==> config.mk <==
export PLATFORM = sky130hd
export DESIGN_NAME = iwb_merge_ctrl
export DESIGN_NICKNAME = d
export VERILOG_FILES = /design/src/rtl/iwb_pkg.sv /design/src/rtl/iwb_byte_merge.sv /design/src/rtl/iwb_seq_fsm.sv /design/src/rtl/iwb_merge_ctrl.sv
export SDC_FILE = /design/constraint.sdc
export NUM_CORES = 1
export LEC_CHECK = 0
export BUFFER_PORTS_ARGS = -buffer_cell sky130_fd_sc_hd__buf_2
export CAP_MARGIN = 10
export CORE_AREA = 2 2 686 688
export CTS_CLUSTER_SIZE = 20
export DETAILED_ROUTE_END_ITERATION = 16
export DIE_AREA = 0 0 688 690
export PLACE_DENSITY = 0.3
export SETUP_SLACK_MARGIN = 0.3
export SYNTH_ARGS = -nofsm -noshare
export SYNTH_HDL_FRONTEND = slang
export SYNTH_SLANG_ARGS = --single-unit
==> constraint.sdc <==
create_clock -name clk -period 4.9 [get_ports clk]
set_input_delay 0.735 -clock clk [delete_from_list [all_inputs] [get_ports clk]]
set_output_delay 0.735 -clock clk [all_outputs]
set_load 0.05 [all_outputs]
==> src/rtl/iwb_pkg.sv <==
package iwb_pkg;
  typedef enum logic [1:0] {
    KIND_READ  = 2'b00,
    KIND_WRITE = 2'b01,
    KIND_RDINV = 2'b10,
    KIND_RSVD  = 2'b11
  } iwb_kind_e;

  typedef enum logic [2:0] {
    ST_IDLE = 3'd0,
    ST_RESP = 3'd1,
    ST_WDAT = 3'd2,
    ST_WB   = 3'd3,
    ST_MEMW = 3'd4
  } iwb_state_e;
endpackage

==> src/rtl/iwb_byte_merge.sv <==
module iwb_byte_merge #(
  parameter int LINE_BYTES = 64
) (
  input  logic [LINE_BYTES-1:0]   sel_req,
  input  logic [8*LINE_BYTES-1:0] req_line,
  input  logic [8*LINE_BYTES-1:0] snp_line,
  output logic [8*LINE_BYTES-1:0] out_line
);
  for (genvar b = 0; b < LINE_BYTES; b++) begin : g_byte
    assign out_line[8*b +: 8] = sel_req[b] ? req_line[8*b +: 8] : snp_line[8*b +: 8];
  end
endmodule

==> src/rtl/iwb_seq_fsm.sv <==
module iwb_seq_fsm
  import iwb_pkg::*;
(
  input  logic       clk,
  input  logic       rst_n,
  input  logic       accept,
  input  logic       is_write_q,
  input  logic       is_rdinv_q,
  input  logic       hitm_q,
  input  logic       skip_q,
  input  logic       wdat_fire,
  input  logic       wb_fire,
  input  logic       memw_fire,
  output iwb_state_e state_q
);
  iwb_state_e state_d;

  always_comb begin
    state_d = state_q;
    unique case (state_q)
      ST_IDLE: if (accept) state_d = ST_RESP;
      ST_RESP: begin
        if (is_write_q)  state_d = ST_WDAT;
        else if (hitm_q) state_d = ST_WB;
        else             state_d = ST_IDLE;
      end
      ST_WDAT: if (wdat_fire) state_d = hitm_q ? ST_WB : ST_MEMW;
      ST_WB:   if (wb_fire)   state_d = (is_rdinv_q && skip_q) ? ST_IDLE : ST_MEMW;
      ST_MEMW: if (memw_fire) state_d = ST_IDLE;
      default: state_d = ST_IDLE;
    endcase
  end

  always_ff @(posedge clk or negedge rst_n) begin
    if (!rst_n) state_q <= ST_IDLE;
    else        state_q <= state_d;
  end
endmodule

==> src/rtl/iwb_merge_ctrl.sv <==
module iwb_merge_ctrl
  import iwb_pkg::*;
#(
  parameter int LINE_BYTES = 64,
  parameter int ADDR_W     = 32
) (
  input  logic                    clk,
  input  logic                    rst_n,
  input  logic                    req_valid,
  input  logic [1:0]              req_kind,
  input  logic [ADDR_W-1:0]       req_addr,
  input  logic [LINE_BYTES-1:0]   req_be,
  input  logic                    snoop_hitm,
  input  logic                    cfg_skip_rdinv_wb,
  output logic                    busy,
  output logic                    rsp_valid,
  output logic                    rsp_iwb,
  output logic                    mem_rd_valid,
  output logic [ADDR_W-1:0]       mem_rd_addr,
  input  logic                    wdat_valid,
  output logic                    wdat_ready,
  input  logic [8*LINE_BYTES-1:0] wdat_data,
  input  logic                    wb_valid,
  input  logic [8*LINE_BYTES-1:0] wb_data,
  output logic                    trdy_snoop,
  output logic                    mem_wr_valid,
  input  logic                    mem_wr_ready,
  output logic [ADDR_W-1:0]       mem_wr_addr,
  output logic [8*LINE_BYTES-1:0] mem_wr_data,
  output logic [LINE_BYTES-1:0]   mem_wr_be
);
  localparam int LINE_W = 8 * LINE_BYTES;

  iwb_state_e            state_q;
  logic                  accept, wdat_fire, wb_fire, memw_fire;
  logic                  is_write_q, is_rdinv_q, hitm_q, skip_q;
  logic                  is_write_d, is_rdinv_d, hitm_d, skip_d;
  logic [ADDR_W-1:0]     addr_q, addr_d;
  logic [LINE_BYTES-1:0] be_q, be_d;
  logic [LINE_W-1:0]     line_q, line_d, merged;
  logic                  line_en;

  assign accept    = req_valid && (state_q == ST_IDLE);
  assign wdat_fire = wdat_valid && wdat_ready;
  assign wb_fire   = wb_valid && trdy_snoop;
  assign memw_fire = mem_wr_valid && mem_wr_ready;

  iwb_seq_fsm u_fsm (
    .clk        (clk),
    .rst_n      (rst_n),
    .accept     (accept),
    .is_write_q (is_write_q),
    .is_rdinv_q (is_rdinv_q),
    .hitm_q     (hitm_q),
    .skip_q     (skip_q),
    .wdat_fire  (wdat_fire),
    .wb_fire    (wb_fire),
    .memw_fire  (memw_fire),
    .state_q    (state_q)
  );

  iwb_byte_merge #(.LINE_BYTES(LINE_BYTES)) u_merge (
    .sel_req  (be_q),
    .req_line (line_q),
    .snp_line (wb_data),
    .out_line (merged)
  );

  // capture of the request attributes
  always_comb begin
    is_write_d = is_write_q;
    is_rdinv_d = is_rdinv_q;
    hitm_d     = hitm_q;
    skip_d     = skip_q;
    addr_d     = addr_q;
    be_d       = be_q;
    if (accept) begin
      is_write_d = (req_kind == KIND_WRITE);
      is_rdinv_d = (req_kind == KIND_RDINV);
      hitm_d     = snoop_hitm;
      skip_d     = cfg_skip_rdinv_wb;
      addr_d     = req_addr;
      be_d       = (req_kind == KIND_WRITE) ? req_be : '0;
    end
  end

  // line buffer: requester data first, then overlay onto snooper line
  always_comb begin
    line_en = wdat_fire || wb_fire;
    line_d  = wb_fire ? merged : wdat_data;
  end

  always_ff @(posedge clk or negedge rst_n) begin
    if (!rst_n) begin
      is_write_q <= 1'b0;
      is_rdinv_q <= 1'b0;
      hitm_q     <= 1'b0;
      skip_q     <= 1'b0;
      addr_q     <= '0;
      be_q       <= '0;
    end else if (accept) begin
      is_write_q <= is_write_d;
      is_rdinv_q <= is_rdinv_d;
      hitm_q     <= hitm_d;
      skip_q     <= skip_d;
      addr_q     <= addr_d;
      be_q       <= be_d;
    end
  end

  always_ff @(posedge clk or negedge rst_n) begin
    if (!rst_n)       line_q <= '0;
    else if (line_en) line_q <= line_d;
  end

  assign busy         = (state_q != ST_IDLE);
  assign rsp_valid    = (state_q == ST_RESP);
  assign rsp_iwb      = rsp_valid && hitm_q;
  assign mem_rd_valid = rsp_valid && !is_write_q && !hitm_q;
  assign mem_rd_addr  = addr_q;
  assign wdat_ready   = (state_q == ST_WDAT);
  assign trdy_snoop   = (state_q == ST_WB);
  assign mem_wr_valid = (state_q == ST_MEMW);
  assign mem_wr_addr  = addr_q;
  assign mem_wr_data  = line_q;
  assign mem_wr_be    = hitm_q ? {LINE_BYTES{1'b1}} : be_q;
endmodule

After elaboration in Yosys (flattened, before gate mapping):

Cells that the tools add are included.

* logic and storage cells: 299
* output and inout bits: 647
* bits of input ports: 1130
* bits in registers: 615

* mux-type cells: 76
* eq/ne operators: 74
* reduce and logical (&&, ||, !) cells: 78

Operators by type and width (count)
* $mux W512: 1
* $mux W8: 64
* $ne A2 B2 Y1 const B: 65
* $mux W64: 2
* $reduce_and A2 Y1: 64
* $mux W3: 7
* $pmux W3 S5: 1
* $logic_and A1 B1 Y1: 8
* $eq A3 B2 Y1 const B: 2
* $ne A2 B1 Y1 const B: 3
* $reduce_and A4 Y1: 1
* $eq A3 B1 Y1 const B: 1
* $eq A3 B3 Y1 const B: 1
* $logic_not A3 Y1: 1
* $reduce_bool A3 Y1: 1
* $eq A2 B1 Y1 const B: 1
* $eq A2 B2 Y1 const B: 1
* $logic_not A1 Y1: 2
* $mux W2: 1
* $logic_or A1 B1 Y1: 1

Depth between registers and ports, before layout:

* depth after elaboration: 4
* depth in mapped cells: 7
* mapped depth without buffers: 3

Modules after synthesis:

From an unflattened synthesis, not the netlist that was laid out.

* cells, all modules: 3429
* area, all modules: 33329.5 um2

By module, submodules not included
* iwb_merge_ctrl: area each 26603.0 um2, instances 1, seq. area each 15314.7 um2, cells an instance 2827
* iwb_byte_merge: area each 6486.2 um2, instances 1, seq. area each 0.0 um2, cells an instance 576
* iwb_seq_fsm: area each 240.2 um2, instances 1, seq. area each 75.1 um2, cells an instance 26

Least setup slack after synthesis:

Ideal clock, no wire load.

* path type: register to output
* start point: reg u_fsm.state_q[0]
* end point: out mem_rd_valid
* arrival time: 3.200 ns
* cell stages (with the launch flop): 6
* required time: 4.165 ns
* slack: 0.965 ns
* path buffers: 2
* cell sequence: dfrtp_1 buf_4 buf_2 inv_1 nor3_1 nor3b_1

* longest elaborated chain between the ends: 3

Ends and longest elaborated chain
* from (decl): RTL line iwb_seq_fsm.sv:14 `output iwb_state_e state_q`
* from (signal assigned): RTL line iwb_seq_fsm.sv:36 `else state_q <= state_d;`
* $eq A3 B1 Y1: RTL line iwb_merge_ctrl.sv:117 `assign rsp_valid = (state_q == ST_RESP);`
* via rsp_valid: RTL line iwb_merge_ctrl.sv:16 `output logic rsp_valid,`
* $logic_and A1 B1 Y1 (2 in series): RTL line iwb_merge_ctrl.sv:119 `assign mem_rd_valid = rsp_valid && !is_write_q && !hitm_q;`
* to (decl): RTL line iwb_merge_ctrl.sv:18 `output logic mem_rd_valid,`

The timed path passes the listed nets, and every way through them passes these cells.

Worst setup path after layout:

* start point: reg u_fsm.state_q[0]
* end point: out mem_rd_valid

* longest elaborated chain between the ends: 3

Ends and longest elaborated chain (RTL line)
* $eq A3 B1 Y1: iwb_merge_ctrl.sv:117
* $logic_and A1 B1 Y1 (2 in series): iwb_merge_ctrl.sv:119

Every way passes these cells.

==> impl_metrics.yaml <==
placement:
  port_buffers: 1776
  place_congestion: 0.984
  pre_cts_slack_ns: 1.46
  hpwl_mm: 298
worst_setup_path:
  max_stage_delay_ns: 0.82
  worstReg2RegStart: "u_fsm.state_q[1]$_DFFE_PN0P_"
  cp.arrival_ns: 3.37
  crit_path_top_delay_cell: "nor3b_1"
  crit_fanout: 29
  critical_path_class: "reg -> out"
  r2r-end: "mem_wr_data[190]$_DFFE_PN0P_"
  r2r_setup_slack_ns: 1.88
  crit_chain: "inv_1 -> nor3_1 -> nor3b_1 -> buf_2"
  critPathLaunchType: "flop"
  worst_setup_path_end_kind: "primary output"
  r2r_cells: 4
  required_ns: 4.16
  cp_num_buf_inv: 2
  cp_top_family: "simple AND/OR/NAND/NOR gates"
routing:
  drt-vias-per-instance: 2.77
  wirelength_mm: 339
  vias: 28471
  wl_met1_mm: 124
  drtAntennaViolNets: 0
  wl_met2_mm: 161
  wl_met3_mm: 40.6
  dr.first_iter.drc_count: 1743
  drc_errors: 0
  dr.pass1.iters: 5
  highest_layer: "met5"
  routedWlPerCell_um: 33.0
yosys:
  ys_types: 36
  synth_edf_count: 0
  ys_ff_latch: 615
  synth_area_mm2: 0.0330
  ys_top_cells_by_count: "dfrtp_1 (615), mux2_4 (490), mux2_2 (320), mux2_1 (249)"
  ys.flop_type: "dfrtp_1"
  synth_area_leaders: "dfrtp_1 (47%), mux2_4 (22%), mux2_2 (11%)"
  synth_nets: 3241
  async_flop_share_pct: 100
  post_synth.cell_area_avg_um2: 15.6
  synth_warnings: 0
  synth_top_area_cell: "dfrtp_1"
  yosysMostFrequentCell: "dfrtp_1"
  synth_cells: 2111
  synth_top_area_share_pct: 46.7
  seq_area_frac_synth_pct: 46.7
global_route:
  grt_max_degree: 121
  grt_pass1_wl_mm: 410
  first_global_vias: 28941
  grt_overflow: 0
  antenna_found_initial: 433
  grt_usage_pct: 13.8
clocking:
  postCtsSetupBuffers: 0
  htree_levels: 3
  cts_sinks: 615
  numCtsBuffers: 97
  clockBufferDepth: 4
  clk_latency_ns: 0.88
  cts_tree: "done"
  clkSlewWorstSetupHoldPaths_ns: 0.06
  ctsResizeCount: 0
  root_buffer: "clkbuf_16"
sta:
  rsz0062_at_grt: "no"
  setup_violations: 0
  setup_tns_ns: 0
  fin_skew_ns: 0.101
  setup_ws_ns: 0.800
  post-route-min-period_ns: 4.10
  post-route-period-util_pct: 83.7
  slew_headroom_pct: 15.1
  final-max-slew-violation-count: 0
  fmax_mhz: 244
  tightest_slew_ns: 1.27
  final-hold-violation-count: 0
run:
  max-cap-violations: 0
final_layout:
  area_delta_synth_final_pct: 59.6
  final_layout_size_suffix_gt1_share_pct: 73.8
  nNetsFinal: 5020
power_and_ir_drop:
  switchingPower_mw: 22.7
  combPwrFrac_pct: 58.6
  power.leakage_nw: 23.5
  p_per_area_mw_per_mm2: 796
  power_frac_seq_pct: 23.4
  peakVddDrop_mv: 0.334
  p_total_mw: 41.9
  sw_frac_of_total_pct: 54.0
  intPower_mw: 19.3
  p_clk_share_pct: 18.0
die:
  core_area_mm2: 0.467
  ios: 1777
  initial_core_util_pct: 7.07
  fp-row-count: 251
  dieHeight_um: 690
  die-area_mm2: 0.475
  die_w_um: 688
run_status:
  run_status: "complete, no violations"
hold_path:
  hold_depth: 2
  hold_class: "in -> reg"
  hold_end: "mem_rd_addr[14]$_DFFE_PN0P_"
  hold_start: "req_addr[14]"
## flip-flops by register name, summed over array words and instances (netlist names)
register       cells
mem_wr_data      512
is_write_q         1
mem_rd_addr       32
skip_q             1
be_q              64
is_rdinv_q         1
hitm_q             1
u_fsm.state_q      3
## final cells by class
| cell class | instances | area, um^2 |
|---|---|---|
| timing repair buffer | 1828 | 9500 |
| antenna | 119 | 298 |
| tap | 6198 | 7750 |
| inverter | 3 | 11.3 |
| fill | 53738 | 414000 |
| multi-input combinational | 1345 | 16400 |
| clock buffer | 129 | 2790 |
| clock inverter | 42 | 509 |
| sequential | 615 | 15400 |
## cells by family (layout without fill, tap and decap cells)
kind of cell,count (synthesis),after routing,share of synthesized area [%]
AO/OA/AOI/OAI,137,137,4.75
buffers and inverters,151,2002,3.72
flip-flops,615,615,46.7
multiplexers,1060,1060,41.8
other,0,119,0
AND/OR/NAND/NOR,148,148,3.10
## power groups by stage
stage	Sequential [mW]	Clock, mW	Combinational [mW]
after CTS	9.93	7.96	25.2
after floorplan	17.1	0	9.24
after global routing	10.2	8.09	25.5
after global placement	9.96	0	25.1
after detailed placement	9.97	0	25.1
final	9.81	7.54	24.6
## worst max path at each step
stage	cells after the start	slack, ns	start	end
after global placement	4	1.48	u_fsm.state_q[0]$_DFFE_PN0P_	mem_rd_valid
after global routing	4	0.57	u_fsm.state_q[0]$_DFFE_PN0P_	mem_rd_valid
after floorplan	5	0.97	u_fsm.state_q[0]$_DFFE_PN0P_	mem_rd_valid
after detailed placement	4	1.46	u_fsm.state_q[0]$_DFFE_PN0P_	mem_rd_valid
final	4	0.80	u_fsm.state_q[0]$_DFFE_PN0P_	mem_rd_valid
after CTS	4	0.51	u_fsm.state_q[0]$_DFFE_PN0P_	mem_rd_valid
## metal layers
layer	GRT usage (%)	vias up
met2	23.7	1802
met5	0	-
met4	3.32	256
met1	14.8	14070
li1	-	11460
met3	7.34	883
## layout by cell type, fill, tap and decap left out, types with 2 or more instances in the layout
cell type	instances
inv_6	3
dfrtp_1	613
clkinv_2	18
mux2_4	490
buf_2	1774
a22o_1	64
clkbuf_8	24
or2_2	64
buf_4	25
nor2_1	3
diode_2	119
mux2_1	249
dfrtp_4	2
dlygate4sd3_1	13
a21oi_4	51
mux2_2	320
buf_12	14
clkinv_4	2
inv_1	3
nand3b_1	64
nand2b_4	2
o21ai_0	3
nand2_1	3
clkbuf_1	8
clkinv_8	2
clkbuf_16	97
a21oi_2	13
clkinvlp_4	7
bufinv_16	9
## worst reg2reg max path: cells and delay by family, from the launching register on
family          cells  cell delay, ns
mux                 1            0.43
flops               1            0.64
simple gates        1            0.53
compound gates      1            0.81
buf+inv             1            0.51
## timing repair
action                                 in CTS  in global routing
hold buffers                               13                  0
setup endpoints to repair                   0                  0
endpoints found under the hold margin      41                  0
## metrics by stage
step	utilization, %	std cells	cell area, um^2	hold WS (ns)
after detailed placement	10.5	9976	48900	0.474
after global routing	11.2	10211	52500	0.0573
final	11.3	10279	52600	0.137
after floorplan	-	2111	33000	0.439
after CTS	11.2	10160	52300	0.0170
after global placement	10.5	9976	48900	0.471
(Power assumes the default switching activity.)
